==> config.mk <==
export PLATFORM = sky130hd
export DESIGN_NAME = fp_round_unit
export DESIGN_NICKNAME = d
export VERILOG_FILES = /design/src/rtl/fp_rnd_pkg.sv /design/src/rtl/fp_rnd_decide.sv /design/src/rtl/fp_rnd_adjust.sv /design/src/rtl/fp_round_unit.sv
export SDC_FILE = /design/constraint.sdc
export NUM_CORES = 1
export LEC_CHECK = 0
export BUFFER_PORTS_ARGS = -buffer_cell sky130_fd_sc_hd__buf_4
export CORE_ASPECT_RATIO = 0.5
export CORE_MARGIN = 2
export CORE_UTILIZATION = 49
export DETAILED_ROUTE_END_ITERATION = 8
export PLACE_DENSITY = 0.86
export SYNTH_ARGS = -nofsm -noshare
export SYNTH_HDL_FRONTEND = slang
export SYNTH_SLANG_ARGS = --single-unit
==> constraint.sdc <==
create_clock -name clk -period 5.25 [get_ports clk]
set_input_delay 0.2625 -clock clk [delete_from_list [all_inputs] [get_ports clk]]
set_output_delay 0.2625 -clock clk [all_outputs]
set_load 0.05 [all_outputs]
==> src/rtl/fp_rnd_pkg.sv <==
package fp_rnd_pkg;
  // Rounding direction codes carried on the mode input.
  typedef enum logic [1:0] {
    RND_NEAR_EVEN = 2'b00,
    RND_ZERO      = 2'b01,
    RND_POS       = 2'b10,
    RND_NEG       = 2'b11
  } rnd_mode_e;
endpackage

==> src/rtl/fp_rnd_decide.sv <==
// Decides whether the kept fraction must be bumped by one ulp, and whether
// the selected direction points toward zero for this sign (used on overflow).
module fp_rnd_decide
  import fp_rnd_pkg::*;
(
  input  logic [1:0] mode,
  input  logic       sign,
  input  logic       lsb,
  input  logic       guard,
  input  logic       sticky,
  output logic       inc,
  output logic       toward_zero
);
  logic lost;

  always_comb begin
    lost = guard | sticky;
    case (rnd_mode_e'(mode))
      RND_NEAR_EVEN: begin  // ties go to the even neighbour
        inc         = guard & (sticky | lsb);
        toward_zero = 1'b0;
      end
      RND_ZERO: begin
        inc         = 1'b0;
        toward_zero = 1'b1;
      end
      RND_POS: begin
        inc         = ~sign & lost;
        toward_zero = sign;
      end
      default: begin        // RND_NEG
        inc         = sign & lost;
        toward_zero = ~sign;
      end
    endcase
  end
endmodule

==> src/rtl/fp_rnd_adjust.sv <==
// Applies the increment, renormalises on carry, promotes subnormals and
// saturates on exponent overflow. Output is the packed word.
module fp_rnd_adjust #(
  parameter int EXP_W  = 11,
  parameter int FRAC_W = 52
) (
  input  logic                    sign,
  input  logic [EXP_W-1:0]        exp_in,
  input  logic [FRAC_W+1:0]       mant_hi,   // {carry, leading, fraction}
  input  logic                    inc,
  input  logic                    toward_zero,
  output logic [EXP_W+FRAC_W:0]   packed_res,
  output logic                    overflow
);
  localparam int          SUM_W   = FRAC_W + 2;
  localparam logic [EXP_W:0] EXP_TOP = {1'b0, {EXP_W{1'b1}}};

  logic [SUM_W-1:0]  sum;
  logic              carry;
  logic [FRAC_W-1:0] frac;
  logic [EXP_W:0]    exp_w;

  always_comb begin
    sum   = mant_hi + {{(SUM_W-1){1'b0}}, inc};
    carry = sum[SUM_W-1];
    // carry past the leading bit -> shift right one, exponent + 1
    frac  = carry ? sum[FRAC_W:1] : sum[FRAC_W-1:0];
    exp_w = {1'b0, exp_in} + {{EXP_W{1'b0}}, carry};
    // subnormal that gained a leading one becomes the smallest normal
    if (!carry && (exp_in == '0) && sum[FRAC_W])
      exp_w = {{EXP_W{1'b0}}, 1'b1};
    overflow = (exp_w >= EXP_TOP);
    if (overflow) begin
      if (toward_zero)   // largest finite value
        packed_res = {sign, {(EXP_W-1){1'b1}}, 1'b0, {FRAC_W{1'b1}}};
      else               // infinity
        packed_res = {sign, {EXP_W{1'b1}}, {FRAC_W{1'b0}}};
    end else begin
      packed_res = {sign, exp_w[EXP_W-1:0], frac};
    end
  end
endmodule

==> src/rtl/fp_round_unit.sv <==
module fp_round_unit
  import fp_rnd_pkg::*;
#(
  parameter int EXP_W  = 11,
  parameter int FRAC_W = 52,
  localparam int WORD_W = 1 + EXP_W + FRAC_W,
  localparam int MANT_W = FRAC_W + 4
) (
  input  logic              clk,
  input  logic              rst,
  input  logic              in_valid,
  input  logic              in_sign,
  input  logic [EXP_W-1:0]  in_exp,
  input  logic [MANT_W-1:0] in_mant,
  input  logic [1:0]        in_mode,
  output logic              out_valid,
  output logic [WORD_W-1:0] out_result,
  output logic              out_inexact,
  output logic              out_overflow
);
  logic              inc;
  logic              tz;
  logic [WORD_W-1:0] res_c;
  logic              ovf_c;
  logic              ix_c;

  fp_rnd_decide u_decide (
    .mode        (in_mode),
    .sign        (in_sign),
    .lsb         (in_mant[2]),
    .guard       (in_mant[1]),
    .sticky      (in_mant[0]),
    .inc         (inc),
    .toward_zero (tz)
  );

  fp_rnd_adjust #(.EXP_W(EXP_W), .FRAC_W(FRAC_W)) u_adjust (
    .sign        (in_sign),
    .exp_in      (in_exp),
    .mant_hi     (in_mant[MANT_W-1:2]),
    .inc         (inc),
    .toward_zero (tz),
    .packed_res  (res_c),
    .overflow    (ovf_c)
  );

  // lost bits or saturation make the result inexact
  assign ix_c = in_mant[1] | in_mant[0] | ovf_c;

  // single output register stage
  always_ff @(posedge clk) begin
    if (rst) begin
      out_valid    <= 1'b0;
      out_result   <= '0;
      out_inexact  <= 1'b0;
      out_overflow <= 1'b0;
    end else begin
      out_valid <= in_valid;
      if (in_valid) begin
        out_result   <= res_c;
        out_inexact  <= ix_c;
        out_overflow <= ovf_c;
      end
    end
  end

  assert_valid_latency_R10: assert property (@(posedge clk) disable iff (rst)
    !$past(rst) |-> (out_valid == $past(in_valid)));

  assert_hold_idle_R10: assert property (@(posedge clk) disable iff (rst)
    (!$past(rst) && !$past(in_valid)) |-> (out_result == $past(out_result)));

  assert_sign_pass_R11: assert property (@(posedge clk) disable iff (rst)
    (!$past(rst) && $past(in_valid)) |-> (out_result[WORD_W-1] == $past(in_sign)));

  assert_overflow_inexact_R7: assert property (@(posedge clk) disable iff (rst)
    out_overflow |-> out_inexact);

  assert_overflow_exp_R8: assert property (@(posedge clk) disable iff (rst)
    (out_valid && out_overflow) |->
      (out_result[WORD_W-2 -: EXP_W] == {EXP_W{1'b1}} ||
       out_result[WORD_W-2 -: EXP_W] == {{(EXP_W-1){1'b1}}, 1'b0}));

  assert_truncate_R2: assert property (@(posedge clk) disable iff (rst)
    (!$past(rst) && $past(in_valid) && $past(in_mode) == RND_ZERO && !out_overflow) |->
      (out_result[WORD_W-2:0] == {$past(in_exp), $past(in_mant[MANT_W-3:2])}));
endmodule

## After elaboration in Yosys (flattened, before gate mapping)

Cells that the tools add are included.

- Input bits: 73
- Logic and storage cells: 27
- Output and inout bits: 67
- Register bits: 67

- Bitwise logic cells: 7
- Add/sub/neg operators: 2
- Muxes and demuxes: 6
- Reductions and logical operators: 5
- $lt $le $gt $ge: 1
- Equality and inequality tests: 2

Operator list:

| kind | count |
|---|---|
| $mux W63 | 1 |
| $add A54 B1 Y54 | 1 |
| $mux W53 | 1 |
| $mux W52 | 1 |
| $add A11 B1 Y12 | 1 |
| $ge A12 B11 Y1 const B | 1 |
| $mux W12 | 1 |
| $logic_not A11 Y1 | 1 |
| $pmux W1 S3 | 2 |
| $and A1 B1 Y1 | 3 |
| $or A1 B1 Y1 | 3 |
| $eq A2 B1 Y1 const B | 1 |
| $eq A2 B2 Y1 const B | 1 |
| $logic_and A1 B1 Y1 | 2 |
| $logic_not A2 Y1 | 1 |
| $logic_not A1 Y1 | 1 |
| $not A1 Y1 | 1 |

## Logic depth before layout (Yosys ltp)

Gate-level depths: netlist (run 1).

- Word-level depth: 10
- Gate-level depth with buffers: 25
- Depth with buffers taken out: 21

## Hierarchy

From an unflattened synthesis (run 1), not the netlist that was laid out.

- Cells, all modules: 627
- Area total of the unflattened synthesis: 4863.4 µm²

Modules (own cells, without submodules):

| module | area each (µm²) | sequential area each (µm²) | cells each | instances |
|---|---|---|---|---|
| fp_rnd_adjust | 2423.6 | 0.0 | 403 | 1 |
| fp_round_unit | 2379.8 | 1341.3 | 216 | 1 |
| fp_rnd_decide | 60.1 | 0.0 | 8 | 1 |

## Least setup slack after synthesis (run 1)

OpenSTA, ideal clock, no wires.

- Path kind: in2reg
- Start: input port in_mode[1]
- End: register out_result[47]
- Data arrival time: 4.998 ns
- Stages on the path: 24
- Library setup time: 0.086 ns
- Setup slack: 0.166 ns
- Required time: 5.164 ns
- Cell sequence: nor2b_1 > ha_1 > nand2_1 > o21ai_0 > ha_1 > nand4_1 > nor3_1 > nand4_4 > nor3_4 > nor2_8 > inv_2 > buf_6 > buf_6 > ha_1 > ha_1 > nand3_1 > nor3_1 > xnor2_1 > nor4_1 > a31oi_1 > o21ai_1 > clkbuf_1 > a21oi_1 > a211oi_1

- Word-level cells in the longest chain between the ends: 9
- Elaborated cells on any way between the ends: 15

RTL lines:

| element | RTL line | RTL |
|---|---|---|
| from (decl) | fp_round_unit.sv:15 | `input logic [1:0] in_mode,` |
| parallel branches: the longest is 8 deep, another holds $add A54 B1 Y54 | n/a |  |
| $mux W63 (*) | fp_rnd_adjust.sv:33 | `if (overflow) begin` |
| to (signal assigned) | fp_round_unit.sv:60 | `out_result <= res_c;` |
| to (decl) | fp_round_unit.sv:17 | `output logic [WORD_W-1:0] out_result,` |

Mark *: on every way between the ends.
A chain may end at the register's enable or synchronous reset.

## Worst setup path in the final report (run 1)

- Start: input port in_mode[1]
- End: register out_result[17]

Same word-level chain as after synthesis.

==> results.cfg, run 1 <==
[worst_setup_path]
crit_fanout = 19
crit_required_ns = 5.50
crit_type = input port to register
cp.arrival_ns = 5.04
cp-end-kind = register
start_kind = input port

[routing]
ant_nets = 0
drtIter0Drc = 974
vias = 6963
firstDrtPassIters = 7
wl_um = 19500
post-route-drc-count = 0
routed_via_density = 6.68
routedWlPerCell_um = 18.7

[clock_tree]
post_cts_buffers = 0
cts_resized = 0
h-tree-depth = 3
clk_transition_reported_paths_ns = 0.06
cts_buffers = 9
cts_buffer_depth = 2
clock_latency_ns = 0.34
ctsHoldBuffers = 0
clock-sinks = 67
cts_tree = done
ctsRootBufferMaster = clkbuf_16

[floorplan]
fp-row-count = 27
die_y_um = 79.7
die_w_um = 155
start_util = 0.507
design.core.area_mm2 = 0.0111
die-area_mm2 = 0.0124
io_pins = 140

[sta]
fmax_ghz = 0.209
tightest_slew_ns = 1.38
hold_violations = 0
rsz0062_at_grt = false
fin_crit_ns = 4.80
slew_violations = 0
max_slew_margin = 0.0750
setup_viol = 0
min_period_over_period = 0.913
setup_tns_ns = 0
skew_ns = 0

[synthesis]
synth_edf_count = 0
syn_nets = 873
ys_seq_elements = 67
yosys-top-cells-count = nor2_1 (86), nand2_1 (83), dfxtp_1 (67)
synth_top_area_frac = 0.239
synthCells = 794
synth-seq-area-share = 0.239
synth_area_leaders = dfxtp_1 (24%), nor2_1 (5.7%), nand2_1 (5.5%)
yosys_warnings = 0
synthesis.area_mm2 = 0.00562
synth_cell_types = 80
synthFlopType = dfxtp_1
yosys.area.top_type = dfxtp_1
synthArstFlopShare = 0
yosys.cell_count.top_type = nor2_1
syn_avg_cell_area_um2 = 7.07

[global_routing]
antenna_found_initial = 0
grt_start_max_net_pins = 80
grt_pass1_wl_um = 31700
grt.total_usage = 0.315
first_global_vias = 6368
grt_overflow = 0

[run_status]
outcome = finished clean

[cells_and_area]
area_growth_pct = 24.6
fin_nets = 971
regArea_mm2 = 0.00134
n_antenna_cell = 0
nFillCells = 1013
drive_above_1_share = 0.222
fin_util = 0.631
multi_input_area_mm2 = 0.00394

[pwr]
power.density_mw_per_mm2 = 257
power_leakage_nw = 2.74
ir_drop_mv = 0.135

[placed_design]
dpl.hpwl_um = 13600
portBuffers = 139
gp_congestion = 0.950

[hold_path]
hold_class = input port to register

[run]
cap_violations = 0
## state kept, by name, indices dropped and copies added (netlist names)
signal,cells
out_overflow,1
out_result,64
out_valid,1
out_inexact,1
## per-stage QoR
step / power [mW] / setup WS [ns] / cell area (um2) / hold slack (ns) / cells
global route: 1.86 / 0.0750 / 6990 / 0.185 / 1042
detailed placement: 1.08 / 0.170 / 6650 / 0.467 / 1026
CTS: 1.79 / 0.454 / 6990 / 0.180 / 1042
floorplan: 0.910 / 0.166 / 5620 / 0.410 / 794
global placement: 1.08 / 0.419 / 6650 / 0.457 / 1026
finish: 1.80 / 0.454 / 6990 / 0.184 / 1042
## final timing paths
| kind | slack [ns] | start | cells after the start | endpoint |
|---|---|---|---|---|
| worst min register to register | 0.47 | out_result[62] | 2 | out_result[62] |
| worst max-delay path | 0.45 | in_mode[1] | 24 | out_result[17] |
| worst max register to register | 4.20 | out_result[11] | 5 | out_result[11] |
| worst min-delay path | 0.18 | in_mant[43] | 2 | out_result[41] |
## per-layer routing
metal / routed length (um) / GRT usage / vias up
met5: 0 / 0 / -
met2: 8310 / 0.496 / 507
met1: 8320 / 0.422 / 3159
met3: 2190 / 0.0760 / 104
li1: - / - / 3193
met4: 694 / 0.113 / 0
## placed cells by master (no fill, tap or decap), types with 7 or more instances in the layout
cell and n:
inv_1 7, o22ai_1 7, o211ai_1 12, a211oi_1 19
nand4_1 14, xnor2_1 18, a311oi_1 9, and3_1 18
nor4_1 17, dfxtp_1 67, a31oi_1 29, xor2_1 13
clkbuf_16 9, or3_1 7, nand2_1 83, nor2_1 86
nor3_1 48, buf_4 155, nand3_1 41, o21ai_0 52
and4_1 8, a21oi_1 48, mux2_2 7
## report_power, final
group	internal, mW	switching (mW)	leakage, nW
Combinational	0.176	0.338	2.01
Clock	0.475	0.239	0.169
Sequential	0.548	0.0220	0.557
## worst max-delay path, cell delays in order
cell	delay, ns
buf_4	0.12
nor2b_1	0.12
ha_1	0.27
nand2_1	0.06
o21ai_0	0.16
ha_1	0.25
nand4_1	0.18
nor3_1	0.45
nand4_4	0.24
nor3_4	0.34
nor2_8	0.04
inv_2	0.06
ha_1	0.20
ha_1	0.20
nand3_1	0.13
nor3_1	0.26
xnor2_1	0.14
nor4_2	0.41
a31oi_2	0.17
buf_4	0.21
o21ai_2	0.16
buf_4	0.27
nor3_1	0.08
nor4_1	0.24
## logic make-up after synthesis
| logic type | Yosys count | synth area share |
|---|---|---|
| and+or+nand+nor | 349 | 0.312 |
| AOI/OAI and AO/OA | 252 | 0.300 |
| buffers and inverters | 76 | 0.0633 |
| DFF | 67 | 0.239 |
| xor gates and xnor gates | 31 | 0.0484 |
| muxes | 13 | 0.0247 |
| adders and majority gates | 6 | 0.0134 |
## final cells by class
class / instances / share of cell area
multi-input cells: 651 / 0.563
flip-flops and latches: 67 / 0.192
repair buffers: 155 / 0.166
clock buffers: 11 / 0.0347
well taps: 145 / 0.0259
clock inverters: 5 / 0.0143
inverters: 8 / 0.00429
(Power assumes the default switching activity.)
==> inputs of run 2 (changes only) <==
--- a/config.mk
+++ b/config.mk
@@ -6,7 +6,6 @@
 export NUM_CORES = 1
 export LEC_CHECK = 0
 export BUFFER_PORTS_ARGS = -buffer_cell sky130_fd_sc_hd__buf_4
-export CORE_ASPECT_RATIO = 0.5
 export CORE_MARGIN = 2
 export CORE_UTILIZATION = 49
 export DETAILED_ROUTE_END_ITERATION = 8
==> results.cfg, run 2 (same netlist as run 1, synthesis figures left out) <==
[pwr]
power_leakage_nw = 2.73
ir_drop_mv = 0.210
power_switching_mw = 0.599
p_seq_frac = 0.323
power.density_mw_per_mm2 = 253
power_mw = 1.76
power.share.combinational = 0.289
clockPowerShare = 0.388
swShare = 0.340
internal-power_mw = 1.17

[routing]
post-route-drc-count = 0
routedWlPerCell_um = 18.3
drtIter0Drc = 953
vias = 6820
ant_nets = 0
firstDrtPassIters = 7
routed_via_density = 6.57
wl_um = 19000

[global_routing]
grt.total_usage = 0.293
grt_overflow = 0
grt_start_max_net_pins = 80
first_global_vias = 5948
top_usage_layer = met2
use_met3 = 0.0623
grt_pass1_wl_um = 30300
grt.met2_usage = 0.464
antenna_found_initial = 0
grt_util_met1 = 0.407

[placed_design]
portBuffers = 139
place_area_mm2 = 0.00664
place_inst = 1022
dpl.hpwl_um = 13000
gp_congestion = 0.962
pre_cts_ws_ns = 0.184

[sta]
min_period_over_period = 0.909
skew_ns = 0
setup_tns_ns = 0
rsz0062_at_grt = false
fin_crit_ns = 4.77
hold_violations = 0
setup_viol = 0
fin_ws_ns = 0.477
max_slew_margin = 0.247
fin_hold_ws_ns = 0.197
slew_violations = 0
tightest_slew_ns = 1.12
fmax_ghz = 0.210

[worst_setup_path]
crit_fanout = 25
cp.arrival_ns = 5.02
ff2ff_path_depth = 5
crit_type = input port to register
cp-end-kind = register
start_kind = input port
crit_required_ns = 5.50

[floorplan]
design.core.area_mm2 = 0.0113
start_util = 0.496
io_pins = 140
die_w_um = 111
fp-row-count = 39
die_y_um = 111
die-area_mm2 = 0.0123

[cells_and_area]
area_growth_pct = 24.1
final_cell_mix = buf_4 (152), nor2_1 (86), nand2_1 (83)
instances_no_fill = 1038
fin_nets = 969
fin_util = 0.616
n_antenna_cell = 0
final_common_cell = buf_4
nFillCells = 1029
drive_above_1_share = 0.219
final_cell_area_mm2 = 0.00697
largest_register_ffs = 64
regMostFlops = out_result

[clock_tree]
post_cts_buffers = 0
cts_buffer_depth = 2
clock_latency_ns = 0.33
cts_tree = done
clock-sinks = 67
ctsHoldBuffers = 0
cts_resized = 0
h-tree-depth = 3
ctsRootBufferMaster = clkbuf_16
cts_buffers = 9
clk_transition_reported_paths_ns = 0.06

[run_status]
outcome = finished clean

[hold_path]
hold_depth = 2
hold_class = input port to register

[run]
cap_violations = 0
run 2: critical path, stage by stage:
cell and delay (ns):
buf_4 0.12, nor2b_1 0.12, ha_1 0.26, nand2_1 0.05, o21ai_0 0.15, ha_1 0.28
nand4_1 0.14, nor3_1 0.43, nand4_4 0.25, nor3_4 0.36, nor2_8 0.04, inv_2 0.05
ha_1 0.20, ha_1 0.20, nand3_1 0.11, nor3_1 0.23, xnor2_1 0.18, nor4_1 0.12
a31oi_2 0.20, buf_4 0.33, o21ba_2 0.53, o21ai_0 0.18, a311oi_1 0.22
run 2: path summary, 6_finish.rpt:
path | from | end | slack [ns]
max | in_mode[1] | out_result[41] | 0.48
min | in_mant[43] | out_result[41] | 0.20
max reg2reg | out_result[11] | out_result[11] | 4.24
min reg2reg | out_result[62] | out_result[62] | 0.47
run 2: power groups by stage:
stage / sequential (mW) / clock [mW] / combinational (mW)
after global placement: 0.580 / 0 / 0.498
after floorplan: 0.711 / 0 / 0.199
after detailed placement: 0.580 / 0 / 0.503
final: 0.570 / 0.684 / 0.510
after CTS: 0.570 / 0.682 / 0.505
after global routing: 0.574 / 0.707 / 0.542
run 2: final cells by class:
type                            count  area, um2  share of cell area
Multi-Input combinational cell    651       3930               0.564
Timing Repair Buffer              153       1160               0.167
Sequential cell                    67       1340               0.192
Clock inverter                      4       72.6              0.0104
Inverter                            8       30.0             0.00431
Tap cell                          143        179              0.0257
Clock buffer                       12        256              0.0368
run 2: routing by layer:
metal / routed length, um / share of wire
met1: 7890 / 0.42
met2: 8360 / 0.44
met3: 2270 / 0.12
met4: 469 / 0.025
met5: 0 / 0
==> inputs of run 3 (changes only) <==
--- a/config.mk
+++ b/config.mk
@@ -6,7 +6,6 @@
 export NUM_CORES = 1
 export LEC_CHECK = 0
 export BUFFER_PORTS_ARGS = -buffer_cell sky130_fd_sc_hd__buf_4
-export CORE_MARGIN = 2
 export CORE_UTILIZATION = 49
 export DETAILED_ROUTE_END_ITERATION = 8
 export PLACE_DENSITY = 0.86
==> results.cfg, run 3 (same netlist as run 1, synthesis figures left out) <==
[floorplan]
design.core.area_mm2 = 0.0110
start_util = 0.511
io_pins = 140
fp-row-count = 38
die_w_um = 109
die-area_mm2 = 0.0119
die_y_um = 109

[sta]
setup_viol = 0
fmax_ghz = 0.203
fin_hold_ws_ns = 0.206
slew_violations = 0
setup_tns_ns = 0
fin_crit_ns = 4.91
min_period_over_period = 0.936
hold_violations = 0
skew_ns = 0
tightest_slew_ns = 1.24
fin_ws_ns = 0.336
max_slew_margin = 0.169

[placed_design]
portBuffers = 139
pre_cts_ws_ns = 0.0612
place_inst = 1020
dpl.hpwl_um = 12900
place_area_mm2 = 0.00663
gp_congestion = 0.990

[clock_tree]
clock_latency_ns = 0.33
clk_transition_reported_paths_ns = 0.05
ctsRootBufferMaster = clkbuf_16
cts_resized = 0
clock-sinks = 67
cts_buffer_depth = 2
cts_buffers = 9
cts_tree = done
h-tree-depth = 3
ctsHoldBuffers = 0
post_cts_buffers = 0

[worst_setup_path]
cp-end-kind = register
crit_type = input port to register
crit_fanout = 24
r2r-end = out_result[11]
cpMaxStageDelayCell = nor4_1
ff2ff_path_depth = 5
cp_cell_sequence = buf_4 > nor2b_1 > ha_1 > nand2_1 > o21ai_0 > ha_1 > nand4_1 > nor3_2 > nand4_4 > nor3_4 > nor2_8 > inv_2 > ha_1 > ha_1 > nand3_1 > nor3_1 > xnor2_1 > nor4_1 > a31oi_2 > buf_4 > o21ai_2 > buf_4 > a21oi_1 > a211oi_1
crit_family = simple AND/OR/NAND/NOR gates
startpoint = in_mode[1]
path_buf_inv = 4
r2r_slack_ns = 4.26
crit_required_ns = 5.48
cpPeakStageDelay_ns = 0.48
timing.rr.start = out_result[11]
path_common_cell = ha_1
start_kind = input port
cp.arrival_ns = 5.15

[routing]
routed_via_density = 6.61
post-route-drc-count = 0
firstDrtPassIters = 6
vias = 6837
drtIter0Drc = 1173
routedWlPerCell_um = 18.5
wl_um = 19100
ant_nets = 0

[global_routing]
grt_overflow = 0
grt_start_max_net_pins = 80
antenna_found_initial = 0
first_global_vias = 5968
grt.total_usage = 0.322
grt_pass1_wl_um = 30200

[hold_path]
holdPathEnd = out_result[41]
hold_depth = 2
hp-start = in_mant[43]
hold_class = input port to register

[pwr]
power.density_mw_per_mm2 = 259
ir_drop_mv = 0.172
power_mw = 1.81
power_leakage_nw = 2.73

[cells_and_area]
fin_nets = 970
area_growth_pct = 24.4
instances_no_fill = 1035
final_common_cell = buf_4
n_antenna_cell = 0
fin_util = 0.636
largest_register_ffs = 64
regMostFlops = out_result
final_cell_area_mm2 = 0.00699
final_cell_mix = buf_4 (154), nor2_1 (86), nand2_1 (83)
drive_above_1_share = 0.221

[run_status]
outcome = finished clean

[run]
cap_violations = 0
[run 3: per-layer routing]
metal,global-route usage,part of all wire,vias to the layer above
met1,0.437,0.42,3116
met5,0,0,-
li1,-,-,3188
met2,0.501,0.44,476
met4,0.114,0.025,0
met3,0.0652,0.12,57
[run 3: worst max-delay path by stage]
stage / end / slack (ns) / cells after the start
2_1_floorplan: out_result[47] / 0.17 / 24
3_3_place_gp: out_result[17] / 0.33 / 24
3_5_place_dp: out_result[17] / 0.06 / 24
4_1_cts: out_result[47] / 0.35 / 24
5_1_grt: out_result[38] / -0.03 / 24
6_report: out_result[47] / 0.34 / 24
[run 3: power breakdown]
| group | internal, mW | switching, mW | total, mW |
|---|---|---|---|
| Clock | 0.488 | 0.238 | 0.726 |
| Sequential | 0.548 | 0.0218 | 0.570 |
| Combinational | 0.175 | 0.337 | 0.512 |
[run 3: layout make-up]
type | count | area (um2)
clock inverter | 4 | 97.6
fill | 961 | 4000
clock buffer | 11 | 253
tap | 140 | 175
multi-input combinational | 651 | 3930
timing repair buffer | 154 | 1160
inverter | 8 | 30.0
sequential | 67 | 1340
